==> config.mk <==
export PLATFORM = sky130hd
export DESIGN_NAME = sxload_unit
export DESIGN_NICKNAME = d
export VERILOG_FILES = /design/src/rtl/sxload_pkg.sv /design/src/rtl/sxload_decode.sv /design/src/rtl/sxload_agen.sv /design/src/rtl/sxload_seq.sv /design/src/rtl/sxload_unit.sv
export SDC_FILE = /design/constraint.sdc
export NUM_CORES = 1
export LEC_CHECK = 0
export BUFFER_PORTS_ARGS = -buffer_cell sky130_fd_sc_hd__buf_2
export CAP_MARGIN = 20
export CORE_AREA = 2 2 154 156
export DETAILED_ROUTE_END_ITERATION = 8
export DIE_AREA = 0 0 156 158
export PLACE_DENSITY = 0.73
export SLEW_MARGIN = 40
export SYNTH_ARGS = -nofsm -noshare
export SYNTH_HDL_FRONTEND = slang
export SYNTH_SLANG_ARGS = --single-unit
==> constraint.sdc <==
create_clock -name clk -period 4.1 [get_ports clk]
set_input_delay 0.205 -clock clk [delete_from_list [all_inputs] [get_ports clk]]
set_output_delay 0.205 -clock clk [all_outputs]
set_load 0.1 [all_outputs]
==> src/rtl/sxload_pkg.sv <==
package sxload_pkg;

    localparam int ILEN      = 32;
    localparam int XLEN      = 64;
    localparam int ALEN      = 32;
    localparam int WLEN      = 32;
    localparam int REG_COUNT = 32;
    localparam int RIDX_W    = $clog2(REG_COUNT);
    localparam int DS_W      = 14;

    localparam logic [5:0] PRIM_DISP  = 6'd58;
    localparam logic [5:0] PRIM_INDEX = 6'd31;
    localparam logic [1:0] DISP_SUB   = 2'd2;
    localparam logic [9:0] IDX_SUB    = 10'd341;
    localparam logic [9:0] IDXU_SUB   = 10'd373;

    typedef enum logic [1:0] {
        K_NONE,
        K_DISP,
        K_INDEX,
        K_INDEX_UPD
    } kind_e;

    typedef struct packed {
        kind_e              kind;
        logic [RIDX_W-1:0]  dst;
        logic [RIDX_W-1:0]  base;
        logic [RIDX_W-1:0]  idx;
        logic               base_zero;
        logic               bad_form;
        logic [XLEN-1:0]    disp;
    } op_t;

    typedef enum logic [2:0] {
        S_IDLE,
        S_ADDR,
        S_REQ,
        S_WAIT,
        S_FIN
    } state_e;

    function automatic logic [XLEN-1:0] widen_word(input logic [WLEN-1:0] w);
        return {{(XLEN-WLEN){w[WLEN-1]}}, w};
    endfunction

    function automatic logic [XLEN-1:0] scale_disp(input logic [DS_W-1:0] ds);
        return {{(XLEN-DS_W-2){ds[DS_W-1]}}, ds, 2'b00};
    endfunction

endpackage

==> src/rtl/sxload_decode.sv <==
module sxload_decode
    import sxload_pkg::*;
(
    input  logic [ILEN-1:0] insn,
    output op_t             op
);
    logic [5:0] primary;
    logic [1:0] disp_sub;
    logic [9:0] idx_sub;
    logic       unused_rc;

    assign primary   = insn[31:26];
    assign disp_sub  = insn[1:0];
    assign idx_sub   = insn[10:1];
    assign unused_rc = insn[0];

    always_comb begin
        op      = '0;
        op.dst  = insn[25:21];
        op.base = insn[20:16];
        op.idx  = insn[15:11];
        op.disp = scale_disp(insn[15:2]);
        if (primary == PRIM_DISP && disp_sub == DISP_SUB)
            op.kind = K_DISP;
        else if (primary == PRIM_INDEX && idx_sub == IDX_SUB)
            op.kind = K_INDEX;
        else if (primary == PRIM_INDEX && idx_sub == IDXU_SUB)
            op.kind = K_INDEX_UPD;
        else
            op.kind = K_NONE;
        // zero base is a literal only in the forms without writeback
        op.base_zero = (op.kind == K_DISP || op.kind == K_INDEX) && (op.base == '0);
        op.bad_form  = (op.kind == K_INDEX_UPD) &&
                       ((op.base == '0) || (op.base == op.dst));
    end

endmodule

==> src/rtl/sxload_agen.sv <==
module sxload_agen
    import sxload_pkg::*;
(
    input  logic            base_zero,
    input  logic            use_disp,
    input  logic [XLEN-1:0] disp,
    input  logic [XLEN-1:0] a_val,
    input  logic [XLEN-1:0] b_val,
    output logic [XLEN-1:0] ea
);
    logic [XLEN-1:0] base_term;
    logic [XLEN-1:0] off_term;

    always_comb begin
        base_term = base_zero ? '0 : a_val;
        off_term  = use_disp ? disp : b_val;
        ea        = base_term + off_term;
    end

endmodule

==> src/rtl/sxload_seq.sv <==
module sxload_seq
    import sxload_pkg::*;
(
    input  logic              clk,
    input  logic              rst,
    input  logic              in_valid,
    output logic              in_ready,
    input  op_t               op_in,
    output logic [RIDX_W-1:0] rd_a_idx,
    output logic [RIDX_W-1:0] rd_b_idx,
    output logic              base_zero,
    output logic              use_disp,
    output logic [XLEN-1:0]   disp,
    input  logic [XLEN-1:0]   ea_in,
    output logic              mem_req_valid,
    input  logic              mem_req_ready,
    output logic [ALEN-1:0]   mem_req_addr,
    input  logic              mem_rsp_valid,
    input  logic [WLEN-1:0]   mem_rsp_data,
    output logic              done,
    output logic              unhandled,
    output logic              bad_form,
    output logic              wr_dst_en,
    output logic [RIDX_W-1:0] wr_dst_idx,
    output logic [XLEN-1:0]   wr_dst_data,
    output logic              wr_base_en,
    output logic [RIDX_W-1:0] wr_base_idx,
    output logic [XLEN-1:0]   wr_base_data
);
    state_e          state_q;
    op_t             op_q;
    logic [XLEN-1:0] ea_q;
    logic [WLEN-1:0] word_q;

    always_ff @(posedge clk) begin
        if (rst) begin
            state_q <= S_IDLE;
            op_q    <= '0;
            ea_q    <= '0;
            word_q  <= '0;
        end else begin
            case (state_q)
                S_IDLE: if (in_valid) begin
                    op_q    <= op_in;
                    state_q <= (op_in.kind == K_NONE) ? S_FIN : S_ADDR;
                end
                S_ADDR: begin
                    ea_q    <= ea_in;
                    state_q <= S_REQ;
                end
                S_REQ: if (mem_req_ready) state_q <= S_WAIT;
                S_WAIT: if (mem_rsp_valid) begin
                    word_q  <= mem_rsp_data;
                    state_q <= S_FIN;
                end
                S_FIN:   state_q <= S_IDLE;
                default: state_q <= S_IDLE;
            endcase
        end
    end

    always_comb begin
        in_ready      = (state_q == S_IDLE);
        rd_a_idx      = op_q.base;
        rd_b_idx      = op_q.idx;
        base_zero     = op_q.base_zero;
        use_disp      = (op_q.kind == K_DISP);
        disp          = op_q.disp;
        mem_req_valid = (state_q == S_REQ);
        mem_req_addr  = ea_q[ALEN-1:0];
        done          = (state_q == S_FIN);
        unhandled     = done && (op_q.kind == K_NONE);
        bad_form      = done && op_q.bad_form;
        wr_dst_en     = done && (op_q.kind != K_NONE);
        wr_dst_idx    = op_q.dst;
        wr_dst_data   = widen_word(word_q);
        wr_base_en    = done && (op_q.kind == K_INDEX_UPD);
        wr_base_idx   = op_q.base;
        wr_base_data  = ea_q;
    end

endmodule

==> src/rtl/sxload_unit.sv <==
module sxload_unit
    import sxload_pkg::*;
(
    input  logic              clk,
    input  logic              rst,
    input  logic              in_valid,
    input  logic [ILEN-1:0]   in_insn,
    output logic              in_ready,
    output logic [RIDX_W-1:0] rf_a_idx,
    input  logic [XLEN-1:0]   rf_a_data,
    output logic [RIDX_W-1:0] rf_b_idx,
    input  logic [XLEN-1:0]   rf_b_data,
    output logic              mem_req_valid,
    input  logic              mem_req_ready,
    output logic [ALEN-1:0]   mem_req_addr,
    input  logic              mem_rsp_valid,
    input  logic [WLEN-1:0]   mem_rsp_data,
    output logic              done,
    output logic              unhandled,
    output logic              bad_form,
    output logic              wr_dst_en,
    output logic [RIDX_W-1:0] wr_dst_idx,
    output logic [XLEN-1:0]   wr_dst_data,
    output logic              wr_base_en,
    output logic [RIDX_W-1:0] wr_base_idx,
    output logic [XLEN-1:0]   wr_base_data
);
    op_t             dec_op;
    logic            held_base_zero;
    logic            held_use_disp;
    logic [XLEN-1:0] held_disp;
    logic [XLEN-1:0] ea_comb;

    sxload_decode dec_i (
        .insn (in_insn),
        .op   (dec_op)
    );

    sxload_agen agen_i (
        .base_zero (held_base_zero),
        .use_disp  (held_use_disp),
        .disp      (held_disp),
        .a_val     (rf_a_data),
        .b_val     (rf_b_data),
        .ea        (ea_comb)
    );

    sxload_seq seq_i (
        .clk           (clk),
        .rst           (rst),
        .in_valid      (in_valid),
        .in_ready      (in_ready),
        .op_in         (dec_op),
        .rd_a_idx      (rf_a_idx),
        .rd_b_idx      (rf_b_idx),
        .base_zero     (held_base_zero),
        .use_disp      (held_use_disp),
        .disp          (held_disp),
        .ea_in         (ea_comb),
        .mem_req_valid (mem_req_valid),
        .mem_req_ready (mem_req_ready),
        .mem_req_addr  (mem_req_addr),
        .mem_rsp_valid (mem_rsp_valid),
        .mem_rsp_data  (mem_rsp_data),
        .done          (done),
        .unhandled     (unhandled),
        .bad_form      (bad_form),
        .wr_dst_en     (wr_dst_en),
        .wr_dst_idx    (wr_dst_idx),
        .wr_dst_data   (wr_dst_data),
        .wr_base_en    (wr_base_en),
        .wr_base_idx   (wr_base_idx),
        .wr_base_data  (wr_base_data)
    );

endmodule

==> results.ini <==
[timing]
hold_viol=0
fin_crit_sh=0.9422
relSlewSlack=0.4731
tns_ns=0
hold_ws_ns=0.01534
max_freq_ghz=0.2589
skew_ns=0.01253
worst_pin_slew_ns=0.7874
finalMaxSlewViolations=0
period_needed_ns=3.863
setup_viol=0
rsz0062_at_grt=false

[setup_path]
crit_required_ns=4.44
end_kind=flop
rrSetupSlack_ns=0.24
crit_type=reg2reg
cp_max_fo=10
critPathLaunchType=flop
crit_arrival_ns=4.20

[route]
drtPass1Iterations=6
drt-vias-per-instance=5.487
drc=0
drtIter0Drc=620
drt_wl_total_um=34810
wl_per_cell_um=17.36
ant_nets=0
vias=11000

[synthesis]
syn_inst=1433
synth_seq_cells=127
synth_nets=1696
synth_ff_type=dfxtp_1
yosysSeqAreaShare=0.2510
synthTopCellsByArea=dfxtp_1, nand2_1, a21oi_1
synth_top_area_frac=0.2510
async_reset_ff_frac=0
yosys_warnings=0
ys_types=76
synth-edff-count=0
syn_area_um2=10130
syn_area_per_cell_um2=7.069
synth_area_leader_cell=dfxtp_1

[pwr]
switching_power_uw=2450
p_leak_uw=0.005984
pwr-share-clk=0.313
p_comb_frac=0.431
vdd_drop_max_uv=271.5
swShare=0.4576
powerDensity_nw_per_um2=431.0
internal_power_uw=2904
p_seq_frac=0.256

[final_layout]
drive_gt1_frac=0.2805
fin_nets=1965
fillers=2248
final_cell_area_um2=12420
areaGrowthSynthToFinish_pct=22.65
diodes=0

[placement]
gp_congestion=0.9095
dpl_cell_area_um2=11620
dpl.hpwl_um=27120
io_buffers=383

[floorplanning]
die_h_um=158
die-area_um2=24650
die_w_um=156
ios=384
core_um2=23050
rows=56
start_util=0.4394

[global_route]
first_global_vias=10290
antenna_found_initial=0
grt_pass1_wl_um=53210
grt_overflow=0
grt_max_degree=85
grt_usage=0.2724

[cts]
clock_latency_ns=0.43
clockRootBuffer=clkbuf_16
cts_tree=done
cts_sinks=127
cts_buffers=17
clockBufferDepth=2
htreeDepth=4
path_clk_slew_ns=0.07

[worst_hold_path]
hold_path_class=in2reg

[flow_run]
drv_cap=0

[status]
status=complete, no violations

[cell usage after synthesis (11+ instances only)]
cell / instances
nor3_1: 22
a21o_1: 15
o21ai_0: 59
ha_1: 65
o21bai_1: 12
xor2_1: 23
dfxtp_1: 127
inv_1: 22
nand4_1: 28
mux2_2: 13
a31oi_1: 11
nor2b_1: 69
clkbuf_1: 76
a211oi_1: 15
nand3_1: 28
nor2_1: 67
buf_4: 84
a21oi_1: 168
nand2_1: 356
xnor2_1: 30
[final timing paths]
| path | to | cells past startpoint | startpoint |
|---|---|---|---|
| hold / removal | seq_i.word_q[22] | 3 | mem_rsp_data[22] |
| setup / recovery | seq_i.wr_base_data[52] | 13 | seq_i.op_q[82] |
| setup reg to reg | seq_i.wr_base_data[52] | 13 | seq_i.op_q[82] |
| hold reg to reg | seq_i.wr_dst_idx[0] | 2 | seq_i.wr_dst_idx[0] |
[sequential cells by signal, summed over array words and instances (netlist names)]
register / cells
seq_i.wr_base_data: 64
seq_i.word_q: 32
seq_i.rd_a_idx: 5
seq_i.disp: 9
seq_i.wr_dst_idx: 5
seq_i.base_zero: 1
seq_i.rd_b_idx: 5
seq_i.state_q: 3
seq_i.op_q: 3
[repair_timing]
| item | 4_1_cts | 5_1_grt |
|---|---|---|
| endpoints found under the setup margin | 0 | 6 |
| hold buffers | 15 | 0 |
| endpoints found under the hold margin | 15 | 0 |
| buffers inserted | 0 | 2 |
| resized for setup | 0 | 1 |
[through the flow]
stage          worst slack, ns  cells  total power, uW    util
4_1_cts                 0.1898   2003             5348  0.5379
3_3_place_gp            0.3774   1956             3652  0.5037
6_report                0.2371   2005             5354  0.5390
3_5_place_dp            0.2236   1956             3664  0.5040
2_1_floorplan           0.2801   1433             3205       -
5_1_grt               0.007592   2005             5603  0.5390
[layout by cell type (no fill, tap or decap), drive strengths merged, types with 6 or more instances in the layout]
cell	netlist	layout
xor2	23	23
dlygate4sd3	0	15
nand2	358	358
nand2b	6	6
buf	91	403
a21o	15	15
a211oi	15	15
a31oi	11	11
mux2	13	13
and2	6	6
o21a	6	6
a21oi	172	172
o21bai	12	12
dfxtp	127	127
nand4	28	28
nand3	29	29
nor3	23	23
nor2	67	67
ha	65	65
o211ai	10	10
clkbuf	77	17
inv	22	33
and3	7	7
xnor2	30	30
o21ai	64	64
nor2b	69	69
or3	8	8
nor4	9	9
[routing by layer]
| metal | share of wire | global-route usage | vias up |
|---|---|---|---|
| met5 | 0 | 0 | - |
| met4 | 0.024 | 0.08563 | 0 |
| met3 | 0.078 | 0.06296 | 50 |
| met2 | 0.48 | 0.4762 | 470 |
| met1 | 0.42 | 0.3322 | 5066 |
| li1 | - | - | 5415 |
[power groups by stage]
stage | Clock (uW) | Sequential, uW | Combinational (uW)
finish | 1680 | 1370 | 2310
global route | 1750 | 1380 | 2470
CTS | 1690 | 1370 | 2290
detailed placement | 0 | 1400 | 2270
floorplan | 0 | 1740 | 1460
global placement | 0 | 1400 | 2260
[cell families after synthesis]
| kind of cell | share of synthesized area |
|---|---|
| fa+ha+maj | 0.08226 |
| mux | 0.01643 |
| simple gates | 0.2858 |
| flops | 0.2510 |
| compound gates | 0.2168 |
| xor+xnor | 0.04582 |
| buf+inv | 0.1019 |
[critical path: stages (launching register included)]
cell and delay (ns):
dfxtp_1 0.40, nand2b_4 0.22, buf_4 0.22, mux2_2 0.36, ha_1 0.41, nand3_4 0.18
o211ai_1 0.13, a21oi_2 0.34, o211ai_2 0.20, a31oi_1 0.41, o311ai_2 0.16, o31a_2 0.36
xnor2_1 0.13, a211oi_1 0.25
[final cells by class]
| class | count | area, um2 | area share |
|---|---|---|---|
| multi-input combinational | 1116 | 6579 | 0.5295 |
| tap | 290 | 362.8 | 0.02920 |
| sequential | 127 | 2545 | 0.2048 |
| inverter | 22 | 82.58 | 0.006647 |
| clock buffer | 17 | 425.4 | 0.03424 |
| clock inverter | 15 | 206.4 | 0.01662 |
| timing repair buffer | 418 | 2223 | 0.1790 |
Power figures use the tool's default switching activity.
